`config.mk`:
```
export PLATFORM = sky130hd
export DESIGN_NAME = raid0_splitter
export DESIGN_NICKNAME = d
export VERILOG_FILES = /design/src/rtl/raid0_pkg.sv /design/src/rtl/raid0_cmd_fork.sv /design/src/rtl/raid0_rsp_join.sv /design/src/rtl/raid0_splitter.sv
export SDC_FILE = /design/constraint.sdc
export NUM_CORES = 1
export LEC_CHECK = 0
export ABC_AREA = 1
export BUFFER_PORTS_ARGS = -buffer_cell sky130_fd_sc_hd__buf_2
export CAP_MARGIN = 20
export CORE_AREA = 2 2 192 194
export DETAILED_ROUTE_END_ITERATION = 6
export DIE_AREA = 0 0 194 196
export SLEW_MARGIN = 25
export SYNTH_ARGS = -nofsm -noshare
export SYNTH_HDL_FRONTEND = slang
export SYNTH_SLANG_ARGS = --single-unit
export TNS_END_PERCENT = 5
```
`constraint.sdc`:
```
create_clock -name clk -period 0.85 [get_ports clk]
set_input_delay 0.17 -clock clk [delete_from_list [all_inputs] [get_ports clk]]
set_output_delay 0.17 -clock clk [all_outputs]
set_load 0.005 [all_outputs]
```
`src/rtl/raid0_pkg.sv`:
```
package raid0_pkg;
   localparam int LBA_W = 48;
   localparam int CNT_W = 16;

   typedef enum logic {
      FORK_COMBINED   = 1'b0,
      FORK_REGISTERED = 1'b1
   } fork_mode_e;
endpackage

```
`src/rtl/raid0_cmd_fork.sv`:
```
module raid0_cmd_fork
   import raid0_pkg::*;
#(
   parameter int         NUM_CTRL = 2,
   parameter fork_mode_e MODE     = FORK_REGISTERED
) (
   input  logic                clk,
   input  logic                rst_n,
   input  logic                up_valid,
   output logic                up_ready,
   output logic [NUM_CTRL-1:0] dn_valid,
   input  logic [NUM_CTRL-1:0] dn_ready
);
   if (NUM_CTRL < 1) begin : g_bad_n
      $error("raid0_cmd_fork: NUM_CTRL must be at least 1");
   end

   if (MODE == FORK_REGISTERED) begin : g_reg
      // taken_q[i]: controller i already holds the current beat
      logic [NUM_CTRL-1:0] taken_q;
      logic                fire;

      assign fire     = up_valid & up_ready;
      assign up_ready = &(dn_ready | taken_q);
      assign dn_valid = {NUM_CTRL{up_valid}} & ~taken_q;

      always_ff @(posedge clk) begin
         if (!rst_n) begin
            taken_q <= '0;
         end else if (fire) begin
            taken_q <= '0;
         end else begin
            taken_q <= taken_q | (dn_valid & dn_ready);
         end
      end
   end else begin : g_comb
      logic unused_clk_rst;
      assign unused_clk_rst = ^{clk, rst_n};
      assign up_ready       = &dn_ready;
      for (genvar i = 0; i < NUM_CTRL; i++) begin : g_br
         localparam logic [NUM_CTRL-1:0] SELF = NUM_CTRL'(1) << i;
         assign dn_valid[i] = up_valid & (&(dn_ready | SELF));
      end
   end
endmodule

```
`src/rtl/raid0_rsp_join.sv`:
```
module raid0_rsp_join #(
   parameter int NUM_CTRL = 2,
   parameter int CTRL_DW  = 32,
   localparam int WIDE_W  = NUM_CTRL * CTRL_DW
) (
   input  logic [NUM_CTRL-1:0] dn_valid,
   output logic [NUM_CTRL-1:0] dn_ready,
   input  logic [WIDE_W-1:0]   dn_data,
   input  logic [NUM_CTRL-1:0] dn_first,
   input  logic [NUM_CTRL-1:0] dn_end,
   input  logic [NUM_CTRL-1:0] dn_wr,
   input  logic [NUM_CTRL-1:0] dn_rd,
   input  logic [NUM_CTRL-1:0] dn_id,
   input  logic [NUM_CTRL-1:0] dn_final,
   input  logic [NUM_CTRL-1:0] dn_err,
   output logic                up_valid,
   input  logic                up_ready,
   output logic [WIDE_W-1:0]   up_data,
   output logic                up_first,
   output logic                up_end,
   output logic                up_wr,
   output logic                up_rd,
   output logic                up_id,
   output logic                up_final,
   output logic                up_err
);
   if (CTRL_DW < 1) begin : g_bad_dw
      $error("raid0_rsp_join: CTRL_DW must be at least 1");
   end

   logic all_valid;
   assign all_valid = &dn_valid;
   assign up_valid  = all_valid;
   assign dn_ready  = {NUM_CTRL{all_valid & up_ready}};

   for (genvar i = 0; i < NUM_CTRL; i++) begin : g_slice
      assign up_data[i*CTRL_DW +: CTRL_DW] = dn_data[i*CTRL_DW +: CTRL_DW];
   end

   assign up_first = dn_first[0];
   assign up_end   = dn_end[0];
   assign up_wr    = dn_wr[0];
   assign up_rd    = dn_rd[0];
   assign up_id    = dn_id[0];
   assign up_final = dn_final[0];
   assign up_err   = |dn_err;

   if (NUM_CTRL > 1) begin : g_others
      logic unused_flags;
      assign unused_flags = ^{dn_first[NUM_CTRL-1:1], dn_end[NUM_CTRL-1:1],
                              dn_wr[NUM_CTRL-1:1], dn_rd[NUM_CTRL-1:1],
                              dn_id[NUM_CTRL-1:1], dn_final[NUM_CTRL-1:1]};
   end
endmodule

```
`src/rtl/raid0_splitter.sv`:
```
module raid0_splitter
   import raid0_pkg::*;
#(
   parameter int         NUM_CTRL  = 2,
   parameter int         CTRL_DW   = 32,
   parameter fork_mode_e FORK_MODE = FORK_REGISTERED,
   localparam int        WIDE_W    = NUM_CTRL * CTRL_DW
) (
   input  logic                      clk,
   input  logic                      rst_n,
   input  logic                      usr_cmd_valid,
   output logic                      usr_cmd_ready,
   input  logic                      usr_cmd_first,
   input  logic                      usr_cmd_end,
   input  logic                      usr_cmd_wr,
   input  logic                      usr_cmd_rd,
   input  logic                      usr_cmd_id,
   input  logic [LBA_W-1:0]          usr_cmd_lba,
   input  logic [CNT_W-1:0]          usr_cmd_cnt,
   input  logic [WIDE_W-1:0]         usr_cmd_data,
   output logic                      usr_rsp_valid,
   input  logic                      usr_rsp_ready,
   output logic                      usr_rsp_first,
   output logic                      usr_rsp_end,
   output logic                      usr_rsp_wr,
   output logic                      usr_rsp_rd,
   output logic                      usr_rsp_id,
   output logic                      usr_rsp_final,
   output logic                      usr_rsp_err,
   output logic [WIDE_W-1:0]         usr_rsp_data,
   output logic [NUM_CTRL-1:0]       dev_cmd_valid,
   input  logic [NUM_CTRL-1:0]       dev_cmd_ready,
   output logic [NUM_CTRL-1:0]       dev_cmd_first,
   output logic [NUM_CTRL-1:0]       dev_cmd_end,
   output logic [NUM_CTRL-1:0]       dev_cmd_wr,
   output logic [NUM_CTRL-1:0]       dev_cmd_rd,
   output logic [NUM_CTRL-1:0]       dev_cmd_id,
   output logic [NUM_CTRL*LBA_W-1:0] dev_cmd_lba,
   output logic [NUM_CTRL*CNT_W-1:0] dev_cmd_cnt,
   output logic [WIDE_W-1:0]         dev_cmd_data,
   input  logic [NUM_CTRL-1:0]       dev_rsp_valid,
   output logic [NUM_CTRL-1:0]       dev_rsp_ready,
   input  logic [NUM_CTRL-1:0]       dev_rsp_first,
   input  logic [NUM_CTRL-1:0]       dev_rsp_end,
   input  logic [NUM_CTRL-1:0]       dev_rsp_wr,
   input  logic [NUM_CTRL-1:0]       dev_rsp_rd,
   input  logic [NUM_CTRL-1:0]       dev_rsp_id,
   input  logic [NUM_CTRL-1:0]       dev_rsp_final,
   input  logic [NUM_CTRL-1:0]       dev_rsp_err,
   input  logic [WIDE_W-1:0]         dev_rsp_data
);
   if (NUM_CTRL < 1 || NUM_CTRL > 64) begin : g_bad_n
      $error("raid0_splitter: NUM_CTRL out of range 1..64");
   end
   if (CTRL_DW < 1) begin : g_bad_dw
      $error("raid0_splitter: CTRL_DW must be at least 1");
   end

   // command side: handshake fork plus field fan-out
   raid0_cmd_fork #(
      .NUM_CTRL (NUM_CTRL),
      .MODE     (FORK_MODE)
   ) i_fork (
      .clk      (clk),
      .rst_n    (rst_n),
      .up_valid (usr_cmd_valid),
      .up_ready (usr_cmd_ready),
      .dn_valid (dev_cmd_valid),
      .dn_ready (dev_cmd_ready)
   );

   for (genvar i = 0; i < NUM_CTRL; i++) begin : g_fan
      assign dev_cmd_first[i]                = usr_cmd_first;
      assign dev_cmd_end[i]                  = usr_cmd_end;
      assign dev_cmd_wr[i]                   = usr_cmd_wr;
      assign dev_cmd_rd[i]                   = usr_cmd_rd;
      assign dev_cmd_id[i]                   = usr_cmd_id;
      assign dev_cmd_lba[i*LBA_W +: LBA_W]   = usr_cmd_lba;
      assign dev_cmd_cnt[i*CNT_W +: CNT_W]   = usr_cmd_cnt;
      assign dev_cmd_data[i*CTRL_DW +: CTRL_DW] = usr_cmd_data[i*CTRL_DW +: CTRL_DW];
   end

   // response side: join and status merge
   raid0_rsp_join #(
      .NUM_CTRL (NUM_CTRL),
      .CTRL_DW  (CTRL_DW)
   ) i_join (
      .dn_valid (dev_rsp_valid),
      .dn_ready (dev_rsp_ready),
      .dn_data  (dev_rsp_data),
      .dn_first (dev_rsp_first),
      .dn_end   (dev_rsp_end),
      .dn_wr    (dev_rsp_wr),
      .dn_rd    (dev_rsp_rd),
      .dn_id    (dev_rsp_id),
      .dn_final (dev_rsp_final),
      .dn_err   (dev_rsp_err),
      .up_valid (usr_rsp_valid),
      .up_ready (usr_rsp_ready),
      .up_data  (usr_rsp_data),
      .up_first (usr_rsp_first),
      .up_end   (usr_rsp_end),
      .up_wr    (usr_rsp_wr),
      .up_rd    (usr_rsp_rd),
      .up_id    (usr_rsp_id),
      .up_final (usr_rsp_final),
      .up_err   (usr_rsp_err)
   );
endmodule

```
==> run metrics <==
via count of the routed design approximately 630; H-Tree Depth 1; metal2 WL roughly 2600 um; Routed WL 7210 um; Worst Hold Launch rst_n; clock share of power 0.756; post-route minimum period roughly 1.1 ns; cell area power density roughly 1000 nW/um^2; 1st-iter DRT viols 42; ys flop type dfxtp_1; Sw Ratio 0.176; largest register by flop count i_fork.g_reg.taken_q; Chip Height 196 um; CTS root buf clkbuf_16; WP data required approximately 0.68 ns; Startpoint Class flop; Worst Path Max Fanout 2; Synth top cells by count 273 x buf_4, 7 x inv_1, 5 x nor2_1; maxcap violations 0; worst hold path class input port to flop; met3 routed WL 2270 um; DRC viols 0; area delta synth->final -57.8%; Rel. slew slack 0.910; launch point of the critical path i_fork.g_reg.taken_q[1]; Cells after DPL slightly above 500; DR WL/cell approximately 14 um; row count 70; met1 WL ~890 um; final std cells w/o fill 512; first-pass GRT wire length between 8000 and 9000 um; Yosys reg bits 2; Final Instance Area roughly 920 sq um; Syn Inst Count just under 300; Hold Buf Count CTS 0; pre-CTS setup slack -0.0246 ns; syn_nets between 500 and 600; Seq/Total Area, Yosys 0.0184; Largest register FFs 2; clk slew on worst S/H paths around 0.03 ns; worst clock skew 0.000641 ns; most area-hungry cell type in the Yosys netlist buf_4; Mapped Area 2180 sq um; Flop pwr share 0.114; Final Cycle Share 1.24; Yosys warnings 0; vias per cell 1.23; share of the synthesized area in the top cell type 0.941; Synth async-reset ratio 0; I/O pins around 500; later-pin clock latency in the skew report approximately 0.22 ns; top flop regs i_fork.g_reg.taken_q x2; GPL Wtd Cong between 0.4 and 0.5; Max Used Layer met4; most frequent cell after synthesis buf_4; Clock Tree Buf Depth 2; worst slack on hold paths around 0.2 ns; CTS Buf Count 3; Initial Utilization 0.0604; Final Hold Fails 0; CTS tree done; outcome finished with violations; hpwl dp between 6000 and 7000 um; Routed Antenna Nets 0; initial antenna violation count 0; EDFF count, synth 0; Comb power frac 0.129; final worst slack -0.203 ns; diodes inserted 0; P_int around 0.00077 W; crit end category output port; P_sw roughly 0.00016 W; failing checks setup timing; max-slew violations 0; Peak Freq 950 MHz; Port Buffers 16; Peak VDD IR between 0.001 and 0.0015 V; Total GRT Usage 0.0345; Placed Area a little over 800 sq um; core area 36100 sq um; vias in the first global route ~770; Yosys cell types 9; mean post-synth cell area between 7 and 8 sq um; total gr overflow 0; P_leak 0.203 nW; critical path type flop to output port; clock sink total 2; TritonRoute pass-1 iters 5; share of cells above drive strength 1 0.659; synth top area cells buf_4 94%, dfxtp_1 1.8%, inv_1 1.2%, nor2_1 0.86%, nand2_1 0.69%; endpoints failing setup 3; worst r2r src i_fork.g_reg.taken_q[1]; largest net degree at the start of global routing 5; CP arrival 0.88 ns; Die ar. 38000 sq um; Die Wd 194 um; setup repair after global routing missed its margin yes; Final #Nets roughly 270; worst-margin pin slew roughly 0.14 ns
[per-layer routing]
layer  vias to the layer above  global-route usage
li1                        107                   -
met1                       141              0.0121
met2                       251              0.0380
met3                       132              0.0457
met4                         0              0.0769
met5                         -                   0
[power by group through the flow]
stage / combinational, W / clock, W / sequential [W]
floorplan: 0.00108 / 0 / 0.000106
global placement: 0.0000966 / 0 / 0.000105
detailed placement: 0.0000978 / 0 / 0.000106
CTS: 0.000121 / 0.000708 / 0.000107
global route: 0.000136 / 0.000720 / 0.000107
finish: 0.000121 / 0.000706 / 0.000107
[kinds of logic after synthesis]
family	Yosys count	synth area share
AO/OA/AOI/OAI	2	0.00460
flip-flops	2	0.0184
AND/OR/NAND/NOR	12	0.0241
buffers and inverters	280	0.953
[cell type report]
class,count,area (sq um)
Fill cell,4350,35200
Tap cell,468,586
Timing Repair Buffer,18,111
Multi-Input combinational cell,14,78.8
Clock buffer,3,75.1
Sequential cell,2,42.5
Inverter,7,26.3
[through the flow]
step,setup TNS [ns],utilization,total power (W)
after CTS,-0.539,0.0253,0.000935
after global routing,-0.579,0.0255,0.000964
final,-0.502,0.0255,0.000934
after detailed placement,-0.0338,0.0224,0.000203
after global placement,-0.0145,0.0224,0.000202
after floorplan,0,-,0.00118
[critical path, stage by stage (launching register included)]
cell	delay, ns
dfxtp_2	0.32
inv_2	0.05
nand2_2	0.04
and2_4	0.15
buf_6	0.11
[final timing paths]
path | endpoint | slack (ns) | cells past startpoint
worst max-delay path | usr_cmd_ready | -0.20 | 4
worst max register to register | i_fork.g_reg.taken_q[1] | 0.13 | 5
worst min register to register | i_fork.g_reg.taken_q[0] | 0.58 | 3
worst min-delay path | i_fork.g_reg.taken_q[0] | 0.20 | 3
[placed cells by master (no fill, tap or decap), types with 2 or more instances in the layout]
| cell | n |
|---|---|
| inv_1 | 6 |
| a21oi_1 | 2 |
| clkbuf_16 | 3 |
| buf_2 | 14 |
| nand2_1 | 3 |
| nor2_1 | 3 |
| dfxtp_2 | 2 |
| buf_6 | 3 |
[what timing repair did]
action,in CTS,in global routing
buffers inserted,0,0
pin swaps,4,3
resized for setup,10,3
endpoints found under the setup margin,3,4
No activity file was read; power rests on OpenSTA's default activity.
